### src/rtl/pbuf_pkg.sv
package pbuf_pkg;
  localparam int BYTE_W = 8;
  localparam int REG_AW = 6;

  // control word bit positions
  localparam int CW_BUF    = 7;
  localparam int CW_RD     = 6;
  localparam int CW_SINGLE = 5;

  // register map
  localparam logic [REG_AW-1:0] RA_STATUS = 6'd0;
  localparam logic [REG_AW-1:0] RA_RXLEN  = 6'd1;
  localparam logic [REG_AW-1:0] RA_CTRL   = 6'd2;

  // status bits
  localparam int ST_FRAME = 0;
  localparam int ST_UNDER = 1;

  typedef enum logic [1:0] {
    XS_CMD  = 2'd0,
    XS_ADDR = 2'd1,
    XS_DATA = 2'd2,
    XS_SKIP = 2'd3
  } xs_t;
endpackage

### src/rtl/pbuf_sync.sv
module pbuf_sync #(
  parameter int WIDTH = 1,
  parameter int STAGES = 2,
  parameter logic [WIDTH-1:0] RST_VAL = '0
) (
  input  logic             clk,
  input  logic             rst,
  input  logic [WIDTH-1:0] d,
  output logic [WIDTH-1:0] q
);
  logic [STAGES-1:0][WIDTH-1:0] stg;

  always_ff @(posedge clk) begin
    if (rst) begin
      stg <= {STAGES{RST_VAL}};
    end else begin
      stg[0] <= d;
      for (int s = 1; s < STAGES; s++) stg[s] <= stg[s-1];
    end
  end

  assign q = stg[STAGES-1];
endmodule

### src/rtl/pbuf_ram.sv
module pbuf_ram #(
  parameter int DW = 8,
  parameter int DEPTH = 128,
  localparam int AW = $clog2(DEPTH)
) (
  input  logic          clk,
  input  logic          we,
  input  logic [AW-1:0] waddr,
  input  logic [DW-1:0] wdata,
  input  logic [AW-1:0] raddr,
  output logic [DW-1:0] rdata
);
  logic [DW-1:0] mem [DEPTH];

  always_ff @(posedge clk) begin
    if (we) mem[waddr] <= wdata;
    rdata <= mem[raddr];
  end
endmodule

### src/rtl/pbuf_spi_phy.sv
module pbuf_spi_phy #(
  parameter int SYNC_STAGES = 2
) (
  input  logic       clk,
  input  logic       rst,
  input  logic       spi_sclk,
  input  logic       spi_cs_n,
  input  logic       spi_mosi,
  input  logic [7:0] tx_byte,
  output logic       load_now,
  output logic       load_first,
  output logic       active,
  output logic       byte_done,
  output logic [7:0] rx_byte,
  output logic       miso,
  output logic       miso_oe
);
  logic       sclk_s, cs_n_s, mosi_s, sclk_prev;
  logic [2:0] bit_cnt;
  logic [6:0] rx_sh, tx_sh;
  logic       start_evt, rise_evt, fall_evt;

  pbuf_sync #(.WIDTH(3), .STAGES(SYNC_STAGES), .RST_VAL(3'b010)) u_sync (
    .clk(clk), .rst(rst),
    .d({spi_sclk, spi_cs_n, spi_mosi}),
    .q({sclk_s, cs_n_s, mosi_s})
  );

  always_comb begin
    start_evt  = !cs_n_s && !active;
    rise_evt   = active && !cs_n_s && sclk_s && !sclk_prev;
    fall_evt   = active && !cs_n_s && !sclk_s && sclk_prev;
    load_first = start_evt;
    load_now   = start_evt || (fall_evt && bit_cnt == 3'd0);
  end

  always_ff @(posedge clk) begin
    if (rst) begin
      sclk_prev <= 1'b0;
      active    <= 1'b0;
      bit_cnt   <= '0;
      rx_sh     <= '0;
      tx_sh     <= '0;
      rx_byte   <= '0;
      byte_done <= 1'b0;
      miso      <= 1'b0;
      miso_oe   <= 1'b0;
    end else begin
      sclk_prev <= sclk_s;
      byte_done <= 1'b0;
      if (cs_n_s) begin
        active  <= 1'b0;
        bit_cnt <= '0;
        miso    <= 1'b0;
        miso_oe <= 1'b0;
      end else begin
        active <= 1'b1;
        if (load_now) begin
          miso    <= tx_byte[7];
          tx_sh   <= tx_byte[6:0];
          miso_oe <= 1'b1;
        end else if (fall_evt) begin
          miso  <= tx_sh[6];
          tx_sh <= {tx_sh[5:0], 1'b0};
        end
        if (rise_evt) begin
          rx_sh   <= {rx_sh[5:0], mosi_s};
          bit_cnt <= bit_cnt + 3'd1;
          if (bit_cnt == 3'd7) begin
            byte_done <= 1'b1;
            rx_byte   <= {rx_sh, mosi_s};
          end
        end
      end
    end
  end

  assert_oe_release_R8: assert property (@(posedge clk) disable iff (rst)
    cs_n_s |=> !miso_oe);

  assert_byte_frame_R8: assert property (@(posedge clk) disable iff (rst)
    byte_done |-> (bit_cnt == 3'd0));
endmodule

### src/rtl/shared_pkt_buffer.sv
module shared_pkt_buffer
  import pbuf_pkg::*;
#(
  parameter int DEPTH = 128,
  parameter int SYNC_STAGES = 2,
  localparam int AW = $clog2(DEPTH)
) (
  input  logic          clk,
  input  logic          rst,
  input  logic          spi_sclk,
  input  logic          spi_cs_n,
  input  logic          spi_mosi,
  output logic          spi_miso,
  output logic          spi_miso_oe,
  input  logic          rad_we,
  input  logic [AW-1:0] rad_addr,
  input  logic [7:0]    rad_data,
  input  logic          rad_done,
  input  logic [AW-1:0] rad_len,
  input  logic [7:0]    rad_lqi,
  output logic          irq
);
  // protocol state
  xs_t           xs;
  logic          is_buf, is_rd, is_single;
  logic [AW-1:0] ptr;
  logic [AW-1:0] rx_len;
  logic          protect;
  logic [1:0]    status;
  logic          rd_bad;
  // write port requests
  logic          hw_pend, lqi_pend;
  logic [AW-1:0] hw_addr, lqi_addr;
  logic [7:0]    hw_data, lqi_data;
  // phy handshake
  logic          load_now, load_first, phy_active, byte_done;
  logic [7:0]    rx_byte, tx_byte, reg_rd, ram_q;
  // ram write port
  logic          rad_grant, lqi_grant, host_grant, ram_we;
  logic [AW-1:0] ram_waddr;
  logic [7:0]    ram_wdata;
  // decoded events
  logic          data_byte, host_buf_wr, host_reg_wr, data_rd_phase;
  logic [1:0]    st_clr, st_set;

  pbuf_spi_phy #(.SYNC_STAGES(SYNC_STAGES)) u_phy (
    .clk(clk), .rst(rst),
    .spi_sclk(spi_sclk), .spi_cs_n(spi_cs_n), .spi_mosi(spi_mosi),
    .tx_byte(tx_byte), .load_now(load_now), .load_first(load_first),
    .active(phy_active), .byte_done(byte_done), .rx_byte(rx_byte),
    .miso(spi_miso), .miso_oe(spi_miso_oe)
  );

  pbuf_ram #(.DW(BYTE_W), .DEPTH(DEPTH)) u_ram (
    .clk(clk), .we(ram_we), .waddr(ram_waddr), .wdata(ram_wdata),
    .raddr(ptr), .rdata(ram_q)
  );

  // register read mux and outgoing byte selection
  always_comb begin
    case (ptr[REG_AW-1:0])
      RA_STATUS: reg_rd = {6'b0, status};
      RA_RXLEN:  reg_rd = 8'(rx_len);
      RA_CTRL:   reg_rd = {7'b0, protect};
      default:   reg_rd = 8'h00;
    endcase
    data_rd_phase = (xs == XS_DATA) && is_rd;
    if (load_first)         tx_byte = {6'b0, status};
    else if (data_rd_phase) tx_byte = is_buf ? ram_q : reg_rd;
    else                    tx_byte = 8'h00;
  end

  // event decode
  always_comb begin
    data_byte   = byte_done && phy_active && (xs == XS_DATA);
    host_buf_wr = data_byte && !is_rd && is_buf;
    host_reg_wr = data_byte && !is_rd && !is_buf;
    st_clr = (host_reg_wr && ptr[REG_AW-1:0] == RA_STATUS) ? rx_byte[1:0] : 2'b00;
    st_set = '0;
    st_set[ST_FRAME] = rad_done;
    st_set[ST_UNDER] = data_byte && is_rd && is_buf && rd_bad;
  end

  // write port arbitration: radio data, then link-quality byte, then host
  always_comb begin
    rad_grant  = rad_we && !protect;
    lqi_grant  = !rad_we && lqi_pend;
    host_grant = !rad_we && !lqi_pend && hw_pend;
    ram_we     = rad_grant || lqi_grant || host_grant;
    if (rad_grant) begin
      ram_waddr = rad_addr;
      ram_wdata = rad_data;
    end else if (lqi_grant) begin
      ram_waddr = lqi_addr;
      ram_wdata = lqi_data;
    end else begin
      ram_waddr = hw_addr;
      ram_wdata = hw_data;
    end
  end

  // transaction sequencing
  always_ff @(posedge clk) begin
    if (rst) begin
      xs        <= XS_CMD;
      is_buf    <= 1'b0;
      is_rd     <= 1'b0;
      is_single <= 1'b0;
      ptr       <= '0;
    end else if (!phy_active) begin
      xs <= XS_CMD;
    end else if (byte_done) begin
      case (xs)
        XS_CMD: begin
          is_buf    <= rx_byte[CW_BUF];
          is_rd     <= rx_byte[CW_RD];
          is_single <= rx_byte[CW_BUF] && rx_byte[CW_SINGLE];
          if (rx_byte[CW_BUF]) begin
            if (rx_byte[CW_SINGLE]) begin
              xs <= XS_ADDR;
            end else begin
              ptr <= '0;
              xs  <= XS_DATA;
            end
          end else begin
            ptr <= AW'(rx_byte[REG_AW-1:0]);
            xs  <= XS_DATA;
          end
        end
        XS_ADDR: begin
          ptr <= rx_byte[AW-1:0];
          xs  <= XS_DATA;
        end
        XS_DATA: begin
          ptr <= ptr + 1'b1;
          if (is_single) xs <= XS_SKIP;
        end
        default: ;
      endcase
    end
  end

  // read bookkeeping for the under-run flag
  always_ff @(posedge clk) begin
    if (rst) begin
      rd_bad <= 1'b0;
    end else if (load_now) begin
      rd_bad <= !load_first && data_rd_phase && is_buf && (ptr > rx_len);
    end
  end

  // host buffer write request
  always_ff @(posedge clk) begin
    if (rst) begin
      hw_pend <= 1'b0;
      hw_addr <= '0;
      hw_data <= '0;
    end else if (host_buf_wr) begin
      hw_pend <= 1'b1;
      hw_addr <= ptr;
      hw_data <= rx_byte;
    end else if (host_grant) begin
      hw_pend <= 1'b0;
    end
  end

  // received frame completion
  always_ff @(posedge clk) begin
    if (rst) begin
      rx_len   <= '0;
      lqi_pend <= 1'b0;
      lqi_addr <= '0;
      lqi_data <= '0;
    end else if (rad_done) begin
      rx_len <= rad_len;
      if (!protect) begin
        lqi_pend <= 1'b1;
        lqi_addr <= rad_len;
        lqi_data <= rad_lqi;
      end
    end else if (lqi_grant) begin
      lqi_pend <= 1'b0;
    end
  end

  // registers and interrupt
  always_ff @(posedge clk) begin
    if (rst) begin
      protect <= 1'b0;
      status  <= '0;
      irq     <= 1'b0;
    end else begin
      if (host_reg_wr && ptr[REG_AW-1:0] == RA_CTRL) protect <= rx_byte[0];
      status <= (status & ~st_clr) | st_set;
      irq    <= |status;
    end
  end

  assert_len_hold_R4: assert property (@(posedge clk) disable iff (rst)
    !rad_done |=> $stable(rx_len));

  assert_protect_no_lqi_R6: assert property (@(posedge clk) disable iff (rst)
    (protect && rad_done && !lqi_pend) |=> !lqi_pend);

  assert_host_drain_R6: assert property (@(posedge clk) disable iff (rst)
    (hw_pend && !rad_we && !lqi_pend && !byte_done) |=> !hw_pend);

  assert_burst_step_R7: assert property (@(posedge clk) disable iff (rst)
    (byte_done && phy_active && xs == XS_DATA && !is_single)
      |=> (ptr == AW'($past(ptr) + 1'b1)));

  assert_under_cause_R9: assert property (@(posedge clk) disable iff (rst)
    $rose(status[ST_UNDER]) |-> $past(byte_done && is_rd && is_buf));
endmodule

### config.mk
export PLATFORM = sky130hd
export DESIGN_NAME = shared_pkt_buffer
export DESIGN_NICKNAME = d
export VERILOG_FILES = /design/src/rtl/pbuf_pkg.sv /design/src/rtl/pbuf_sync.sv /design/src/rtl/pbuf_ram.sv /design/src/rtl/pbuf_spi_phy.sv /design/src/rtl/shared_pkt_buffer.sv
export SDC_FILE = /design/constraint.sdc
export NUM_CORES = 1
export LEC_CHECK = 0
export BUFFER_PORTS_ARGS = -buffer_cell sky130_fd_sc_hd__buf_4
export CAP_MARGIN = 20
export CORE_MARGIN = 2
export CORE_UTILIZATION = 49
export CTS_BUF_LIST = sky130_fd_sc_hd__clkbuf_8 sky130_fd_sc_hd__clkbuf_16
export CTS_CLUSTER_SIZE = 40
export DETAILED_ROUTE_END_ITERATION = 10
export PLACE_DENSITY_LB_ADDON = 0.15
export SLEW_MARGIN = 20
export SYNTH_ARGS = -nofsm -noshare
export SYNTH_HDL_FRONTEND = slang
export SYNTH_SLANG_ARGS = --single-unit
export TNS_END_PERCENT = 5
### constraint.sdc
create_clock -name clk -period 8.3 [get_ports clk]
set_clock_uncertainty 0.2 [all_clocks]
set_input_delay 0.415 -clock clk [delete_from_list [all_inputs] [get_ports clk]]
set_output_delay 0.415 -clock clk [all_outputs]
set_load 0.02 [all_outputs]
### Word level (Yosys, flattened, before mapping)

Memory sizes are Yosys's and may differ from the RTL's. A register that Yosys moved wholly into a read port is not among the register bits.
Index checks and enable logic that the tools add are counted.

* bits of input ports: 37
* logic and storage cells: 133
* register bits: 92
* RAM bits: 1024
* ROM bits: 0
* memories kept: 1
* output and inout bits: 3
* latch bits: 0

* magnitude comparators: 1
* divide/modulo/power cells: 0
* muxes and demuxes: 29
* bitwise operators: 7
* add/sub/neg operators: 2
* eq/ne operators: 8
* shift operators: 0
* reductions and logical operators: 58
* $mul: 0

Memories
* u_ram.mem: depth 128, width 8, rd ports 1, clocked after memory_dff 1, wr ports 1, line pbuf_ram.sv:13 `logic [DW-1:0] mem [DEPTH];`

Operators with widths (count)
* $mux 7: 6
* $pmux 7 s3: 2
* $mux 8: 5
* $logic_and 1x1->1: 26
* $mux 1: 11
* $logic_not 1->1: 10
* $reduce_and 3->1: 3
* $mux 2: 4
* $reduce_and 2->1: 4
* $add 7x1->7 const B: 1
* $gt 7x7->1: 1
* $eq 6x1->1 const B: 1
* $eq 6x2->1 const B: 1
* $logic_not 6->1: 1
* $pmux 2 s3: 1
* $reduce_bool 2->1: 3
* $reduce_or 2->1: 3
* $ne 2x2->1 const B: 2
* $not 1->1: 4
* $reduce_and 4->1: 1
* $add 3x1->3 const B: 1
* $eq 3x3->1 const B: 1
* $logic_not 3->1: 1
* $logic_or 1x1->1: 3
* 9 further kinds: 9

### Logic depth before layout (Yosys ltp)

Gate-level depths: netlist of the first run.

* depth in word-level cells: 9
* mapped depth: 13
* mapped depth without buffers: 8

### Modules after synthesis

From an unflattened synthesis of the first run, not the netlist that was laid out.

* cells, all modules: 2165
* area total of the unflattened synthesis: 44074.8 um^2

Modules (own cells, without submodules)
* pbuf_ram: cells each 1635, instances 1, seq. area each 30909.6 um^2, area an instance 39665.5 um^2
* shared_pkt_buffer: cells each 382, instances 1, seq. area each 1121.1 um^2, area an instance 3014.1 um^2
* pbuf_spi_phy: cells each 133, instances 1, seq. area each 600.6 um^2, area an instance 1214.9 um^2
* pbuf_sync: cells each 15, instances 1, seq. area each 120.1 um^2, area an instance 180.2 um^2

### Worst setup path before layout of the first run

OpenSTA, ideal clock, no wires.

* path kind: input port to flip-flop
* start point: in rad_we
* end point: mem u_ram.mem[0][0] (data pin)
* stages: 6
* library setup time: 796 ps
* data arrival time: 4049 ps
* buffers on the path: 2
* required time: 7304 ps
* setup slack: 3255 ps
* path through: buf_2 > nand2_1 > o21a_1 > clkbuf_1 > nor2_1 > nor2_1

* longest elaborated chain between the ends: 4
* elaborated cells on any way between the ends: 5
* classes of those cells: 2 x mux; 3 x reduce/logical

Ends and longest elaborated chain
* from (decl): line shared_pkt_buffer.sv:15 `input logic rad_we,`
* $logic_not 1->1: line shared_pkt_buffer.sv:87 `lqi_grant = !rad_we && lqi_pend;`
* $logic_and 1x1->1: line shared_pkt_buffer.sv:87
* $mux 8: line shared_pkt_buffer.sv:93 `end else if (lqi_grant) begin`
* $mux 8 *: line shared_pkt_buffer.sv:90 `if (rad_grant) begin`
* net ram_wdata[0]: line shared_pkt_buffer.sv:41 `logic [7:0] ram_wdata;`
* to (decl): line pbuf_ram.sv:13

Mark *: on every way through the listed nets, which the timed path passes. The rest lies on a longest branch.

==> metrics.md, run 1 <==
| Metric | Value |
|---|---|
| H-tree Lvls | 3 |
| Worst slew pin tran | 1.19 ns |
| Yosys cell types | 68 |
| Syn_area_per_cell | 17.8 sq um |
| Mapped Nets | roughly 2500 |
| Std-Cell Rows | between 100 and 150 |
| Area delta synth->final | 12.5% |
| Vias in the first global route | around 24000 |
| Yosys reg bits | ~1100 |
| Fill cell count | 6784 |
| FF-to-FF path depth | 8 |
| CTS tree | yes |
| Maximum vdd drop | 0.000169 V |
| Die height | ~300 microns |
| Static leakage | between 15 and 20 nW |
| FFs w/ async S/R, synth | 0% |
| Critical path's slowest cell | dfxtp_4 |
| Synth area leaders | edfxtp_1 (69%), mux4_2 (9.7%), dfxtp_1 (4.5%) |
| Clk sink count | 1124 |
| Yosys warnings | 0 |
| Initial Util | about half |
| Post-detail-place hpwl | ~70000 microns |
| MaxCap Viol Count | 0 |
| Power after layout | ~12 mW |
| Root Driver | clkbuf_16 |
| Most used DFF post-synth | edfxtp_1 |
| Die width | 305 microns |
| Pwr Density | 239 mW/mm^2 |
| Initial antenna violation count | 3 |
| Final Net Count | between 2000 and 3000 |
| ANT nets after route | 0 |
| Post-Synthesis Cells | about 2500 |
| Final Slew Violations | 0 |
| Placer Congestion | 0.887 |
| Final Hold Vio Count | 0 |
| Syn Std Cell Area | 0.0443 sq mm |
| Crit. End Element | flip-flop |
| Post-synth top area cell | edfxtp_1 |
| Grt total ovfl | 0 |
| Core footprint | ~0.090 sq mm |
| RSZ-0062 raised after global routing | false |
| Worst skew pair latency | 0.70 ns |
| Critical-path cell list | buf_12 > buf_4 > mux4_2 > mux2i_1 > o22ai_1 > nor4_1 > o31ai_1 > o31a_1 |
| Share of cells above drive strength 1 | between 10% and 20% |
| Most common cell after layout, fill and taps aside | edfxtp_1 |
| WHS Path Cells | 2 |
| Total CTS buffers | 113 |
| Clock Tree Buf Depth | 3 |
| CP max FO | 87 |
| GR Util All Layers | between 20% and 30% |
| Drt total wl | ~120000 microns |
| Via density | about 6.2 |
| Per-cell routed wire length | approximately 30 microns |
| DRC | 0 |
| First-pass GRT wire length | approximately 170000 microns |
| Setup tns final | 0 ns |
| CTS clk-pin slew, worst paths | 0.06 ns |
| Commonest cells after routing, fill and taps aside | edfxtp_1 (1024), nor2_1 (192), mux4_2 (191) |
| Slew margin rel. | between 15 and 20% |
| Top Ports | 40 |
| Crit path DAT | between 4 and 5 ns |
| Critical path launch point type | flip-flop |
| Largest delay share family, worst path | buffers and inverters |
| Synth top area share | 69.5% |
| Iteration-0 DRC Markers | 2797 |
| Critical Path RT | about 8.7 ns |
| Max Fclk | roughly 0.23 GHz |
| Hold Path Class | in -> reg |
| Period utilization | approximately 54% |
| Final setup violation count | 0 |
| Largest net degree at the start of global routing | 129 |
| Critical path's largest stage delay | 0.78 ns |
| CP Class | reg -> reg |
| Sequential cell area fraction in the yosys report | between 70 and 80% |
| Vias | 23947 |
| Crit. path cell count | 8 |
| Die area | between 0.09 and 0.1 sq mm |
| Buf/Inv on CP | 2 |
| # port buffers | 39 |
| Fin crit period | 4.44 ns |
| EDFF count, synth | 1024 |
| Status | finished clean |
| Antenna Cells | 0 |
| Pre-antenna DRT Iters | 8 |
## layout make-up
class                           instances  area, sq um  share of cell area [%]
Multi-Input combinational cell       1201        10700                    21.6
Sequential cell                      1124        32800                    65.8
Clock buffer                          118         2910                    5.84
Inverter                               17         63.8                   0.128
Timing Repair Buffer                  107          906                    1.82
Clock inverter                         93          921                    1.85
Tap cell                             1176         1470                    2.96
## power breakdown
| group | total [mW] | switching [mW] | internal (mW) |
|---|---|---|---|
| Sequential | 6.31 | 0.0153 | 6.29 |
| Clock | 5.21 | 2.15 | 3.06 |
| Combinational | 0.361 | 0.295 | 0.0659 |
## state kept, by name, summed over array words and instances, names as in the netlist, 3 cells and up
signal	flops
u_phy.u_sync.q	3
u_phy.tx_sh	7
hw_data	8
u_phy.rx_byte	8
ptr	7
lqi_data	8
u_phy.rx_sh	7
u_phy.u_sync.stg	3
hw_addr	7
u_phy.bit_cnt	3
rx_len	7
u_ram.mem	1024
lqi_addr	7
u_ram.rdata	8
## synthesized netlist by cell type, drive strengths merged (3+ instances only)
cell / n
nand2b: 10
clkbuf: 56
o22ai: 46
a22oi: 32
a221oi: 19
o221ai: 18
a21o: 4
nand2: 173
o21ai: 18
buf: 85
nor4: 9
or2: 4
a31oi: 8
or3: 4
nand3: 30
a211oi: 25
o32a: 4
dfxtp: 100
nor3b: 3
inv: 16
nor2: 202
mux4: 191
a221o: 10
a22o: 16
nor3: 17
a21oi: 91
a211o: 3
mux2i: 157
edfxtp: 1024
ha: 18
a2111oi: 17
nor2b: 20
a311oi: 4
o21a: 4
and2: 12
## through the flow
stage                     std cells  utilization [%]  worst slack [ns]  hold slack, ns  cell area, sq um
after floorplan                2483                -              3.25           0.189             44300
after global placement         3603             51.0              3.91           0.211             45700
after detailed placement       3603             51.0              3.90           0.226             45700
after CTS                      3835             55.5              3.90          0.0988             49800
after global routing           3836             55.5              3.68           0.159             49800
final                          3836             55.5              3.86           0.139             49800
## layer usage
metal	GRT usage, %	part of all wire [%]
met1	35.3	41
met2	40.0	48
met4	7.98	3.2
met5	0	0.016
met3	5.31	8.0
## worst paths after layout
check | startpoint | endpoint | slack (ns)
worst max-delay path | ptr[0] | u_ram.rdata[7] | 3.86
worst min-delay path | rst | u_phy.sclk_prev | 0.14
worst max register to register | ptr[0] | u_ram.rdata[7] | 3.86
worst min register to register | u_phy.u_sync.stg[1] | u_phy.u_sync.q[1] | 0.23
## logic make-up (layout without fill, tap and decap cells)
logic type,count (synthesis),after routing,synth area share [%]
AO/OA/AOI/OAI,336,336,5.34
AND/OR/NAND/NOR,495,495,4.83
buffers and inverters,158,335,1.95
multiplexers,350,350,13.3
XOR/XNOR,2,2,0.0396
flip-flops,1124,1124,74.0
adder cells (fa/ha/maj),18,18,0.509
## timing repair
item	in CTS	in global routing
buffers inserted	0	0
endpoints found under the hold margin	28	0
hold buffers	21	0
gates resized for setup	0	0
Power figures use the tool's default switching activity.
==> run 2: changes to the inputs <==
==> constraint.sdc (replaced) <==
create_clock -name clk -period 3.6 [get_ports clk]
set_clock_uncertainty 0.2 [all_clocks]
set_input_delay 0.18 -clock clk [delete_from_list [all_inputs] [get_ports clk]]
set_output_delay 0.18 -clock clk [all_outputs]
set_load 0.02 [all_outputs]
==> run 2 against run 1 <==
Clock-buffer cell count fell by 1; design area rose by 4.0%; clock power rose by 120%; first-iteration DRC count rose by 7.8%; global-route usage rose by 0.071 points; largest cell class unchanged; hold slack got worse by 0.087 ns; sequential power rose by 130%; register-to-register slack got worse by 3.7 ns; sequential share of layout area fell by 2.5 points; combinational power rose by 150%; die area did not move; highest routed layer unchanged; final cell count rose by 6.8%.
==> metrics.md, run 2 (synthesis results as in run 1) <==
| Metric | Value |
|---|---|
| CTS tree | yes |
| Crit path DAT | 3.76 ns (-1.05 ns) |
| Die height | 305 microns (unchanged) |
| Most flops, register | u_ram.mem |
| Per-cell routed wire length | 28.5 microns (-5.9%) |
| Crit path from | ptr[0] |
| Most common cell after layout, fill and taps aside | edfxtp_1 |
| Fin crit period | 3.40 ns (-1.04 ns) |
| Worst slew pin tran | 0.965 ns (-0.225 ns) |
| Clk sink count | 1124 (unchanged) |
| CP Class | reg -> reg |
| RSZ-0062 raised after global routing | false |
| Std-Cell Rows | 110 (unchanged) |
| RR Startpoint | ptr[0] |
| WHS Path Cells | 3 (+1) |
| Setup tns final | 0 ns (unchanged) |
| Critical Path RT | 3.96 ns (-4.71 ns) |
| Vias in the first global route | 24796 (+2.9%) |
| Status | finished clean |
| GR Util All Layers | 25.3% (+0.071 points) |
| Total CTS buffers | 112 (-0.88%) |
| Design Area, Final | 0.0518 sq mm (+4.0%) |
| Final Slew Violations | 0 (unchanged) |
| Hold Path Class | in -> reg |
| Static leakage | 16.7 nW (+8.9%) |
| First-pass GRT wire length | 171000 microns (+0.69%) |
| Core footprint | 0.0897 sq mm (unchanged) |
| CP max FO | 30 (-66%) |
| Final std cells w/o fill | 4095 (+6.8%) |
| DRC | 0 (unchanged) |
| Maximum vdd drop | 0.000388 V (+130%) |
| Utilization after layout | 57.7% (+2.2 points) |
| # port buffers | 39 (unchanged) |
| H-tree Lvls | 3 (unchanged) |
| Worst skew pair latency | 0.70 ns (about the same) |
| Final Net Count | 2875 (+9.8%) |
| Root Driver | clkbuf_16 |
| CTS clk-pin slew, worst paths | 0.06 ns (about the same) |
| Period utilization | 94.3% (+41 points) |
| Post-detail-place hpwl | 74400 microns (+3.4%) |
| Critical path launch point type | flip-flop |
| Grt total ovfl | 0 (unchanged) |
| Initial antenna violation count | 1 (-2) |
| Buf/Inv on CP | 4 (+2) |
| Max Fclk | 0.294 GHz (+31%) |
| Die width | 305 microns (unchanged) |
| Crit. path cell count | 10 (+2) |
| MaxCap Viol Count | 0 (unchanged) |
| Area delta synth->final | 17.0% |
| Min-delay src | spi_cs_n |
| Largest delay share family, worst path | compound AO/OA/AOI/OAI gates |
| Placer Congestion | 0.877 (-1.2%) |
| Antenna Cells | 0 (unchanged) |
| Largest net degree at the start of global routing | 129 (unchanged) |
| Pwr Density | 519 mW/mm^2 (+120%) |
| Share of cells above drive strength 1 | 24.4% (+5.9 points) |
| Top Ports | 40 (unchanged) |
| Vias | 24834 (+3.7%) |
| Number of flip-flops in the largest register | 1024 (unchanged) |
| Final Hold Vio Count | 0 (unchanged) |
| Post-Place Cell Area | 0.0477 sq mm (+4.4%) |
| ANT nets after route | 0 (unchanged) |
| Drt total wl | 117000 microns (+0.42%) |
| Slew margin rel. | 35.4% (+17 points) |
| Via density | 6.06 (-2.9%) |
| FF-to-FF path depth | 10 (+2) |
| Crit. End Element | flip-flop |
| Clock Tree Buf Depth | 3 (unchanged) |
| Critical path's slowest cell | dfxtp_4 |
| Critical path's largest stage delay | 0.67 ns (-0.11 ns) |
| Initial Util | 49.3% (unchanged) |
| Final setup violation count | 0 (unchanged) |
| Commonest cells after routing, fill and taps aside | edfxtp_1 (1024), buf_4 (302), nor2_1 (193) |
| Pre-antenna DRT Iters | 6 (-2) |
| Die area | 0.0927 sq mm (unchanged) |
| Critical-path cell list | buf_12 > buf_12 > and2_0 > buf_4 > a22oi_1 > a31oi_1 > buf_4 > o21ai_0 > a311oi_1 > a31oi_1 |
| Iteration-0 DRC Markers | 3016 (+7.8%) |
| DP Cell Count | 3842 (+6.6%) |
[run 2: cell count changes in the layout (fill, tap and decap cells not counted), sizes merged]
cell and delta:
clkinv +2, buf +239, dlygate4sd3 +18, clkbuf -1
inv +9, clkinvlp -1, bufinv -7
[run 2: path summary, 6_finish.rpt]
| kind | endpoint | slack, ns |
|---|---|---|
| max | u_ram.rdata[0] | 0.20 |
| min | u_phy.u_sync.stg[1] | 0.05 |
| max reg2reg | u_ram.rdata[0] | 0.20 |
| min reg2reg | u_phy.u_sync.q[1] | 0.22 |
[run 2: cell type report]
class                   count  area [sq um]
well taps                1176          1470
flip-flops and latches   1124         32800
fillers                  6756         38000
multi-input cells        1201         10700
inverters                  17          63.8
repair buffers            364          3120
clock inverters            96           747
clock buffers             117          2890
[run 2: metal layers]
metal	up-vias	wire (microns)	part of all wire (%)	track usage [%]
li1	10649	-	-	-
met1	12987	49100	42	35.4
met2	995	56300	48	41.1
met3	201	8080	6.9	4.62
met4	2	3370	2.9	7.25
met5	-	13	0.011	0
[run 2: metrics by stage]
| step | setup slack (ns) | total power, mW | hold slack (ns) |
|---|---|---|---|
| final | 0.204 | 26.9 | 0.0520 |
| after detailed placement | 0.161 | 15.7 | 0.176 |
| after floorplan | 0.125 | 15.2 | 0.0838 |
| after global placement | 0.186 | 15.6 | 0.168 |
| after CTS | 0.163 | 27.0 | 0.000739 |
| after global routing | 0.0751 | 27.6 | 0.0495 |
[run 2: power breakdown]
part           switching (mW)  internal [mW]  total (mW)  leakage, nW
registers              0.0335           14.5        14.5         10.1
clock network            4.91           6.52        11.4         1.87
logic                   0.667          0.219       0.886         4.72
[run 2: what timing repair did]
action,in CTS,in global routing
endpoints found under the hold margin,84,0
setup buffers,0,0
hold buffers,39,0
gates resized for setup,0,0
endpoints found under the setup margin,0,0
[run 2: worst register-to-register path, stage by stage, from the launching register on]
cell,delay [ns]
dfxtp_4,0.67
buf_12,0.33
buf_12,0.23
and2_0,0.14
buf_4,0.25
a22oi_1,0.11
a31oi_1,0.29
buf_4,0.15
o21ai_0,0.26
a311oi_1,0.53
a31oi_1,0.09
==> run 3: changes to the inputs <==
--- a/config.mk
+++ b/config.mk
@@ -13,6 +13,7 @@
 export CTS_CLUSTER_SIZE = 40
 export DETAILED_ROUTE_END_ITERATION = 10
 export PLACE_DENSITY_LB_ADDON = 0.15
+export REMOVE_ABC_BUFFERS = 1
 export SLEW_MARGIN = 20
 export SYNTH_ARGS = -nofsm -noshare
 export SYNTH_HDL_FRONTEND = slang
==> run 3 against run 2 <==
Maximum frequency shrank 0.59%; design area shrank 0.11%; setup slack lost 0.020 ns; core utilization shrank 0.063 points.
==> metrics.md, run 3 (synthesis results as in run 1) <==
| Metric | Value |
|---|---|
| Status | finished clean |
| Die area | 0.0927 sq mm (unchanged) |
| Crit path DAT | 3.79 ns (+0.03 ns) |
| Slew margin rel. | 27.8% (-7.5 points) |
| Drt total wl | 119000 microns (+2.2%) |
| Hold Path Class | in -> reg |
| Critical Path RT | 3.98 ns (+0.02 ns) |
| First-pass GRT wire length | 175000 microns (+2.1%) |
| Final Net Count | 2870 (-0.17%) |
| Placer Congestion | 0.937 (+6.9%) |
| Final Hold Vio Count | 0 (unchanged) |
| Clock Tree Buf Depth | 3 (unchanged) |
| Fill cell count | 6734 (-0.33%) |
| Commonest cells after routing, fill and taps aside | edfxtp_1 (1024), buf_4 (304), nor2_1 (193) |
| CP Class | reg -> reg |
| Comb pwr share | 3.3% (about the same) |
| Power after layout | 27.1 mW (+0.76%) |
| Worst skew pair latency | 0.69 ns (about the same) |
| WHS Path Cells | 3 (unchanged) |
| Die height | 305 microns (unchanged) |
| Setup tns final | 0 ns (unchanged) |
| Fin crit period | 3.42 ns (+0.0202 ns) |
| Per-cell routed wire length | 29.2 microns (+2.4%) |
| Root Driver | clkbuf_16 |
| Final Slew Violations | 0 (unchanged) |
| Grt total ovfl | 0 (unchanged) |
| Initial antenna violation count | 5 (+4) |
| Core footprint | 0.0897 sq mm (unchanged) |
| Maximum vdd drop | 0.000352 V (-9.2%) |
| Sw frac | 20.6% (-0.29 points) |
| Initial Util | 49.3% (unchanged) |
| RR Startpoint | ptr[2] |
| Via density | 6.08 (+0.30%) |
| Sequential share of power | 53.7% (-0.4 points) |
| Final setup violation count | 0 (unchanged) |
| Post-detail-place hpwl | 76800 microns (+3.2%) |
| Top Ports | 40 (unchanged) |
| Multi-input gate area | 0.0107 sq mm (unchanged) |
| CP max FO | 31 (+3.3%) |
| Hold path endpoint | u_phy.u_sync.stg[1] |
| Std-Cell Rows | 110 (unchanged) |
| Final std cells w/o fill | 4088 (-0.17%) |
| FF+latch area | 0.0328 sq mm (unchanged) |
| Critical-path cell list | buf_4 > mux4_2 > a22o_1 > a2111oi_0 > a221oi_1 > o32a_1 |
| RSZ-0062 raised after global routing | false |
| Die width | 305 microns (unchanged) |
| Post-route setup slack | 0.184 ns (-0.0202 ns) |
| CTS resizes | 0 (unchanged) |
| CTS clk-pin slew, worst paths | 0.06 ns (about the same) |
| # port buffers | 39 (unchanged) |
| ANT nets after route | 0 (unchanged) |
| Iteration-0 DRC Markers | 2785 (-7.7%) |
| Design Area, Final | 0.0517 sq mm (-0.11%) |
| P_int | 21.5 mW (+1.1%) |
| Clk sink count | 1124 (unchanged) |
| Most common cell after layout, fill and taps aside | edfxtp_1 |
| Utilization after layout | 57.6% (-0.063 points) |
| FF-to-FF path depth | 6 (-4) |
| Final hold slack | 0.0385 ns (-0.0135 ns) |
| Share of cells above drive strength 1 | 24.2% (-0.18 points) |
| NetSw | 5.58 mW (-0.64%) |
| Area delta synth->final | 16.9% |
| Worst slew pin tran | 1.08 ns (+0.115 ns) |
| Antenna Cells | 0 (unchanged) |
| H-tree Lvls | 3 (unchanged) |
| Max Fclk | 0.293 GHz (-0.59%) |
| Static leakage | 16.6 nW (about the same) |
| Number of flip-flops in the largest register | 1024 (unchanged) |
| MaxCap Viol Count | 0 (unchanged) |
| Clk pwr share | 43.0% (+0.4 points) |
| Post-Place Setup Slack | 0.250 ns (+0.0888 ns) |
| Largest net degree at the start of global routing | 129 (unchanged) |
| DP Cell Count | 3841 (-0.026%) |
| RR Endpoint | u_ram.rdata[3] |
| Critical path's slowest cell | a2111oi_0 |
| DRC | 0 (unchanged) |
| CTS tree | yes |
| Min-delay src | spi_cs_n |
| Total CTS buffers | 114 (+1.8%) |
| Flop-to-flop setup slack | 0.18 ns (-0.02 ns) |
| Pwr Density | 523 mW/mm^2 (+0.87%) |
| Pre-antenna DRT Iters | 6 (unchanged) |
| GR Util All Layers | 25.9% (+0.58 points) |
| Vias | 24867 (+0.13%) |
| Critical path's largest stage delay | 0.89 ns (+0.22 ns) |
| Critical path launch point type | flip-flop |
| Period utilization | 94.9% (+0.56 points) |
| Most flops, register | u_ram.mem |
| Vias in the first global route | 25121 (+1.3%) |
| Post-Place Cell Area | 0.0477 sq mm (-0.12%) |
| Crit. End Element | flip-flop |
## run 3: changes by cell type in the layout (fill, tap and decap cells not counted), sizes merged
cell,change
clkinv,-10
inv,+7
dlygate4sd3,-5
clkbuf,+3
buf,-2
bufinv,+2
clkinvlp,-2
## run 3: worst max path at each step
stage,from,to,slack (ns),cells past startpoint
6_report,ptr[2],u_ram.rdata[3],0.18,6
3_5_place_dp,ptr[2],u_ram.rdata[3],0.25,6
5_1_grt,ptr[1],u_ram.rdata[1],0.15,8
3_3_place_gp,ptr[2],u_ram.rdata[3],0.24,6
4_1_cts,ptr[2],u_ram.rdata[3],0.23,6
2_1_floorplan,ptr[0],u_ram.rdata[7],-8.04,6
## run 3: cell type report
cell class | instances | share of cell area (%)
flip-flops and latches | 1124 | 63.4
multi-input cells | 1201 | 20.7
clock buffers | 120 | 5.74
clock inverters | 93 | 1.41
inverters | 17 | 0.123
repair buffers | 357 | 5.81
well taps | 1176 | 2.85
## run 3: what timing repair did
action	4_1_cts	5_1_grt
hold buffers	34	0
hold endpoints to repair	88	0
buffers inserted	0	0
## run 3: power groups by stage
stage               clock (mW)  combinational, mW  sequential (mW)
CTS                       11.8              0.885             14.5
global route              12.3              0.945             14.5
finish                    11.6              0.884             14.5
floorplan                    0              0.340             14.9
global placement             0              0.822             14.8
detailed placement           0              0.857             14.8
## run 3: critical path, delay by kind of cell, from the launching register on
kind | cells | cell delay [ns]
mux | 1 | 0.36
buf+inv | 1 | 0.41
compound gates | 4 | 1.56
flops | 1 | 0.74
## run 3: routing by layer
metal	GRT usage, %	wire length [microns]	vias to the layer above	share of wire (%)
met5	0	50	-	0.042
met4	9.92	4560	8	3.8
met3	4.24	9230	234	7.7
met2	40.9	56300	1074	47
met1	36.5	49300	12929	41
li1	-	-	10622	-
